==> config.mk <==
export PLATFORM = sky130hd
export DESIGN_NAME = romport_write_decoder
export DESIGN_NICKNAME = d
export VERILOG_FILES = /design/src/rtl/romwr_pkg.sv /design/src/rtl/romwr_sync.sv /design/src/rtl/romwr_addr_decode.sv /design/src/rtl/romwr_fsm.sv /design/src/rtl/romport_write_decoder.sv
export SDC_FILE = /design/constraint.sdc
export NUM_CORES = 1
export LEC_CHECK = 0
export ABC_AREA = 1
export BUFFER_PORTS_ARGS = -buffer_cell sky130_fd_sc_hd__buf_2
export CAP_MARGIN = 20
export CORE_MARGIN = 2
export CORE_UTILIZATION = 36
export DETAILED_ROUTE_END_ITERATION = 8
export PLACE_DENSITY = 0.58
export SETUP_SLACK_MARGIN = 0.5
export SLEW_MARGIN = 20
export SYNTH_ARGS = -nofsm -noshare
export SYNTH_HDL_FRONTEND = slang
export SYNTH_HIERARCHICAL = 1
export SYNTH_SLANG_ARGS = --single-unit
==> constraint.sdc <==
create_clock -name clk -period 1.78 [get_ports clk]
set_input_delay 0.178 -clock clk [delete_from_list [all_inputs] [get_ports clk]]
set_output_delay 0.178 -clock clk [all_outputs]
set_load 0.02 [all_outputs]
==> src/rtl/romwr_pkg.sv <==
`timescale 1ns/1ps
package romwr_pkg;

    localparam int BYTE_W = 8;

    typedef enum logic {
        MODE_WINDOW = 1'b0,
        MODE_SPLIT  = 1'b1
    } port_mode_e;

    typedef enum logic [1:0] {
        ST_IDLE  = 2'd0,
        ST_READ  = 2'd1,
        ST_WRITE = 2'd2,
        ST_HOLD  = 2'd3
    } wr_state_e;

endpackage

==> src/rtl/romwr_sync.sv <==
`timescale 1ns/1ps
module romwr_sync #(
    parameter int STAGES = 2
) (
    input  logic clk,
    input  logic rst_n,
    input  logic d_async,
    output logic q_sync
);
    logic [STAGES-1:0] chain_q;

    generate
        if (STAGES == 1) begin : g_one
            always_ff @(posedge clk or negedge rst_n) begin
                if (!rst_n) chain_q <= '0;
                else        chain_q <= d_async;
            end
        end else begin : g_many
            always_ff @(posedge clk or negedge rst_n) begin
                if (!rst_n) chain_q <= '0;
                else        chain_q <= {chain_q[STAGES-2:0], d_async};
            end
        end
    endgenerate

    assign q_sync = chain_q[STAGES-1];
endmodule

==> src/rtl/romwr_addr_decode.sv <==
`timescale 1ns/1ps
module romwr_addr_decode
    import romwr_pkg::*;
#(
    parameter int         ADDR_W = 14,
    parameter int         IDX_W  = 5,
    parameter port_mode_e MODE   = MODE_WINDOW
) (
    input  logic [ADDR_W-1:0] addr,
    output logic              is_write,
    output logic [BYTE_W-1:0] data_field,
    output logic [IDX_W-1:0]  index_field
);
    assign data_field = addr[BYTE_W-1:0];

    generate
        if (MODE == MODE_SPLIT) begin : g_split
            // Top line is the direction flag; bits between flag and data byte are the index.
            assign is_write    = addr[ADDR_W-1];
            assign index_field = addr[ADDR_W-2:BYTE_W];
        end else begin : g_window
            // Window occupies the last 256 bytes: every bit above the data byte set.
            assign is_write    = &addr[ADDR_W-1:BYTE_W];
            assign index_field = '0;
        end
    endgenerate
endmodule

==> src/rtl/romwr_fsm.sv <==
`timescale 1ns/1ps
module romwr_fsm
    import romwr_pkg::*;
#(
    parameter int IDX_W = 5
) (
    input  logic              clk,
    input  logic              rst_n,
    input  logic              rd_sync,
    input  logic              is_write,
    input  logic [BYTE_W-1:0] data_in,
    input  logic [IDX_W-1:0]  index_in,
    output logic              wr_strobe,
    output logic [BYTE_W-1:0] wr_data,
    output logic [IDX_W-1:0]  wr_index
);
    wr_state_e state_q, state_nx;

    always_comb begin
        state_nx = state_q;
        unique case (state_q)
            ST_IDLE:  if (rd_sync) state_nx = is_write ? ST_WRITE : ST_READ;
            ST_READ:  if (!rd_sync) state_nx = ST_IDLE;
            ST_WRITE: state_nx = rd_sync ? ST_HOLD : ST_IDLE;
            ST_HOLD:  if (!rd_sync) state_nx = ST_IDLE;
            default:  state_nx = ST_IDLE;
        endcase
    end

    // State register
    always_ff @(posedge clk or negedge rst_n) begin
        if (!rst_n) state_q <= ST_IDLE;
        else        state_q <= state_nx;
    end

    // Output latch: captured on entry to WRITE only
    always_ff @(posedge clk or negedge rst_n) begin
        if (!rst_n) begin
            wr_data  <= '0;
            wr_index <= '0;
        end else if (state_nx == ST_WRITE) begin
            wr_data  <= data_in;
            wr_index <= index_in;
        end
    end

    assign wr_strobe = (state_q == ST_WRITE);
endmodule

==> src/rtl/romport_write_decoder.sv <==
`timescale 1ns/1ps
module romport_write_decoder
    import romwr_pkg::*;
#(
    parameter int         ADDR_W      = 14,
    parameter int         SYNC_STAGES = 2,
    parameter port_mode_e MODE        = MODE_WINDOW,
    localparam int        IDX_W       = ADDR_W - 1 - BYTE_W
) (
    input  logic              clk,
    input  logic              rst_n,
    input  logic [ADDR_W-1:0] port_addr,
    input  logic              port_rd,
    output logic              wr_strobe,
    output logic [BYTE_W-1:0] wr_data,
    output logic [IDX_W-1:0]  wr_index,
    output logic              rom_oe
);
    logic              rd_sync;
    logic              addr_is_write;
    logic [BYTE_W-1:0] addr_data;
    logic [IDX_W-1:0]  addr_index;

    romwr_sync #(.STAGES(SYNC_STAGES)) u_sync (
        .clk     (clk),
        .rst_n   (rst_n),
        .d_async (port_rd),
        .q_sync  (rd_sync)
    );

    romwr_addr_decode #(.ADDR_W(ADDR_W), .IDX_W(IDX_W), .MODE(MODE)) u_dec (
        .addr        (port_addr),
        .is_write    (addr_is_write),
        .data_field  (addr_data),
        .index_field (addr_index)
    );

    romwr_fsm #(.IDX_W(IDX_W)) u_fsm (
        .clk       (clk),
        .rst_n     (rst_n),
        .rd_sync   (rd_sync),
        .is_write  (addr_is_write),
        .data_in   (addr_data),
        .index_in  (addr_index),
        .wr_strobe (wr_strobe),
        .wr_data   (wr_data),
        .wr_index  (wr_index)
    );

    // ROM drives the bus only for ordinary reads
    assign rom_oe = port_rd & ~addr_is_write;
endmodule

After elaboration in Yosys (flattened, before gate mapping). Index checks and enable logic that the tools add are counted.

Bits in registers: 12. Bits in latches: 0. Bits in writable memories: 0. ROM bits: 0. Input port bits: 17. Output and inout port bits: 15. Logic and storage cells: 17. Memories kept: 0.

Add/subtract/negate cells: 0. $mul: 0. Divide/modulo/power cells: 0. Order comparisons: 0. Eq/ne operators: 4. Shift-type cells: 0. Multiplexer cells: 5. Bitwise gates (word level): 2. Reduce and logical (&&, ||, !) cells: 3.

Operator list (count): 2-bit two-way mux (4); 2-bit == test, second input constant (3); 2-bit one-hot mux with 3 select lines (1); 6-bit AND reduction (1); 2-bit by 1-bit == test with 1-bit output, second input constant (1); 2-bit zero test (1); 2-bit OR reduction (1); 1-bit AND (1); 1-bit NOT (1).

Logic depth before layout (Yosys ltp).
Depth in word-level cells: 5. Depth in mapped cells: 9. Mapped depth without buffers: 8.

By module. Netlist, hierarchy kept.

Modules (own cells, without submodules): romwr_fsm (instances 1, cells each 70, area each 703.2 um^2, seq. area each 375.4 um^2); romwr_addr_decode (instances 1, cells each 21, area each 130.1 um^2, seq. area each 0.0 um^2); romwr_sync (instances 1, cells each 2, area each 50.0 um^2, seq. area each 50.0 um^2); romport_write_decoder (instances 1, cells each 2, area each 10.0 um^2, seq. area each 0.0 um^2).

Worst setup path after synthesis. Ideal clock, no wire load.

Path kind: flip-flop to flip-flop. Start: register u_fsm.state_q[1]. End: register u_fsm.wr_data[2]. Setup time: 117 ps. Arrival time: 863 ps. Data required time: 1663 ps. Slack: 800 ps. Stages on the path, launching flop included: 6. Buffers on the path: 1. Clock period less this slack: 980 ps. Cells stage by stage: dfrtp_1 inv_1 nand4_2 buf_6 nand2_1 nand2_1.

Longest elaborated chain between the ends: 4. Elaborated cells between the ends (all ways): 9. Those cells by class: eq/ne (4); mux (3); reduce/logical (2).

RTL lines: from (decl) (line romwr_fsm.sv:17) `wr_state_e state_q, state_nx;`; from (signal assigned) (line romwr_fsm.sv:33) `else state_q <= state_nx;`; 2-bit by 1-bit == test with 1-bit output / 2-bit == test (equally long branches) (line romwr_fsm.sv:21) `unique case (state_q)`; 2-bit OR reduction (no source line); 2-bit one-hot mux with 3 select lines (*) (line romwr_fsm.sv:21); 2-bit == test (*) (line romwr_fsm.sv:41) `end else if (state_nx == ST_WRITE) begin`; to (signal assigned) (line romwr_fsm.sv:42) `wr_data <= data_in;`; to (decl) (line romwr_fsm.sv:14) `output logic [BYTE_W-1:0] wr_data,`.

Mark *: on every way between the ends. The rest lies on a longest branch, timed or not. A chain may end at the register's enable or synchronous reset.

Worst setup path after layout.
Start: input port_rd. End: output rom_oe.

Longest elaborated chain between the ends: 1.

RTL lines: from (decl) (line romport_write_decoder.sv:13) `input logic port_rd,`; 1-bit AND (line romport_write_decoder.sv:51) `assign rom_oe = port_rd & ~addr_is_write;`; to (decl) (line romport_write_decoder.sv:17) `output logic rom_oe`.

Every way passes these cells.

==> summary.txt <==
Timing
  • Max-slew violations: 0
  • Max Freq: 0.812 GHz
  • Final Hold Fails: 0
  • Min Clock Period, post-route: 1.23 ns
  • RSZ-0062 raised after global routing: no
  • Final period utilization: 69.2%
  • Setup TNS: 0 ns
  • Setup violations, final: 0
  • Skew final: 0.00178 ns

Floorplanning
  • Initial Utilization: 37.1%
  • I/O pin cnt: 32
  • Die Y: 53.8 µm
  • Row count: 18
  • Core Area: 2410 µm²
  • Die W: 53.8 µm
  • Die footprint: 2900 µm²

Yosys
  • Post-synth cell types: 15
  • Compound-cell area share of the yosys netlist: 0.560%
  • Largest family of logic cells by synthesized area: simple AND/OR/NAND/NOR gates
  • Synth Area in Adders: 0%
  • Syn. warnings: 6
  • Register area share after synthesis: 47.6%
  • Mapped cell area: 893 µm²
  • Syn_area_per_cell: 9.40 µm²
  • Area share of xor/xnor cells in the synthesized design: 0%
  • Seq cells post-synth: 17
  • Simple-gate area share of the yosys netlist: 32.8%
  • Post-Synthesis Cells: 95
  • Mux share of post-synthesis cell area: 0%

Critical path
  • Critical path endpoint category: output port
  • Req. time, crit path: 1.60 ns
  • Critical path buffer and inverter count: 4
  • CP cell instances: dlygate4sd3_1, buf_2, inv_1, nor2_2, buf_6
  • Crit path DAT: 1.05 ns
  • Top Family by Delay on Critical Path: buffers and inverters
  • CP Depth: 5
  • Reg2Reg Depth: 5
  • R2r setup slk: 0.73 ns
  • Worst setup startpoint: port_rd
  • Critical R2R Capture: u_fsm/wr_data[0]
  • Worst path slowest cell: dlygate4sd3_1
  • Worst setup SP type: primary input
  • WS Path Type: primary input to output port
  • CP max FO: 2
  • Crit path to: rom_oe
  • Slowest stage delay, CP: 0.52 ns
  • Worst flop-to-flop path startpoint: u_fsm/state_q[1]

Clocking
  • Clock Sinks: 17
  • TritonCTS Buffers: 3
  • Worst skew pair latency: 0.28 ns
  • Clock transition at path regs: 0.09 ns
  • CTS tree: yes
  • Clock Path Buffers: 2
  • H-tree levels: 1
  • Root buffer cell: clkbuf_4

Finish
  • Layout cell share with drive strength beyond 1: 43.4%
  • Most frequent cells in the layout: 32 x nand2_1, 29 x buf_2, 17 x dfrtp_1
  • Nets@finish: 140
  • Layout area overhead: 16.4%
  • Commonest non-fill, non-tap cell in the layout: nand2_1
  • Post-route cell area: 1040 µm²
  • Final core occ: 43.1%
  • Antenna Cells: 0

Placed design
  • IO buf count: 31
  • Area post-placement: 968 µm²
  • Gpl congestion: 0.650
  • Hpwl dp: 1110 µm

Routing
  • 1st-iter DRT viols: 2
  • Detail Route Antenna Nets: 0
  • Post-Route WL: 1580 µm
  • Vias per cell: 4.11
  • # DRC: 0
  • Pre-Repair DR Iteration Count: 2
  • Wire per inst: 10.4 µm
  • Via Count: 624

Hold path
  • HP Class: primary input to register

Power
  • VDD IR max: 406 µV
  • Power per Cell Area: 785 nW/µm²
  • Leak: 0.000594 µW

Run
  • Max_cap viols: 0

Global routing
  • Vias in the first global route: 598
  • Tot GR Track Use: 12.6%
  • Largest net degree at the start of global routing: 18
  • Gr ovfl total: 0
  • First-pass GRT wire length: 2530 µm
  • Initial antenna violation count: 0

Outcome
  • Outcome: finished clean
synthesized netlist by cell type:
master	count	share of area, %
buf_4	13	11
nand2_4	1	1.3
nand4_2	1	1.4
dfrtp_1	17	48
nand2_1	32	13
inv_1	7	2.9
nor2_1	1	0.42
nand3_1	4	2.2
nand2_2	1	0.70
nand3_2	10	11
buf_12	1	2.2
a21oi_1	1	0.56
buf_6	2	2.5
conb_1	1	0.42
nor2_2	3	2.1
stage by stage:
stage	worst slack, ns	std cells	hold WS, ns	total power, µW
after detailed placement	0.507	145	0.122	620
after CTS	0.520	151	0.109	831
after floorplan	0.800	99	-0.118	570
after global placement	0.540	145	0.120	618
after global routing	0.503	152	0.119	877
final	0.549	152	0.123	816
state kept, by name, indices dropped and copies added (netlist names):
| register | cells |
|---|---|
| u_fsm/state_q | 2 |
| u_fsm/wr_index | 5 |
| u_sync/chain_q | 2 |
| u_fsm/wr_data | 8 |
layer usage:
| layer | global-route usage, % | routed length [µm] | vias to the layer above | part of all wire, % |
|---|---|---|---|---|
| met4 | 7.69 | 13 | 0 | 0.82 |
| met1 | 15.3 | 770 | 271 | 49 |
| met2 | 20.3 | 703 | 22 | 45 |
| met5 | 0 | 0 | - | 0 |
| met3 | 2.50 | 88 | 2 | 5.6 |
| li1 | - | - | 329 | - |
area by class of cell:
| class | count | area, µm² |
|---|---|---|
| Clock buffer | 4 | 26.3 |
| Tap cell | 30 | 37.5 |
| Fill cell | 250 | 1370 |
| Timing Repair Buffer | 35 | 199 |
| Multi-Input combinational cell | 59 | 325 |
| Sequential cell | 17 | 425 |
| Inverter | 7 | 26.3 |
cell families after synthesis:
group / after synthesis
flip-flops: 17
AND/OR/NAND/NOR: 53
buffers and inverters: 23
AO/OA/AOI/OAI: 1
other: 1
worst reg2reg max path, stage by stage, from the launching register on:
cell and delay (ns):
dfrtp_1 0.42, buf_4 0.15, nand2_2 0.07, nand2_4 0.14, nand3_1 0.11, nand2_1 0.06
worst min-delay path by stage:
stage | slack (ns) | cells past startpoint | endpoint | startpoint
2_1_floorplan | -0.12 | 0 | u_fsm/state_q[0] | rst_n
3_3_place_gp | 0.12 | 1 | u_fsm/wr_data[2] | rst_n
3_5_place_dp | 0.12 | 1 | u_fsm/wr_data[2] | rst_n
4_1_cts | 0.11 | 3 | u_fsm/wr_data[3] | port_addr[3]
5_1_grt | 0.12 | 3 | u_fsm/wr_data[3] | port_addr[3]
6_report | 0.12 | 3 | u_fsm/wr_data[3] | port_addr[3]
power by group:
part           leakage (µW)  switching [µW]  internal (µW)  total, µW
Sequential         0.000224            20.1            426        446
Combinational      0.000355             109           61.2        170
Clock             0.0000150             114           86.9        201
what timing repair did:
item                                    CTS  global route
hold buffers                              2             0
setup buffers                             0             1
resized for setup                         0             5
endpoints found under the setup margin    0            15
endpoints found under the hold margin    18             0
No activity file was read; power rests on OpenSTA's default activity.
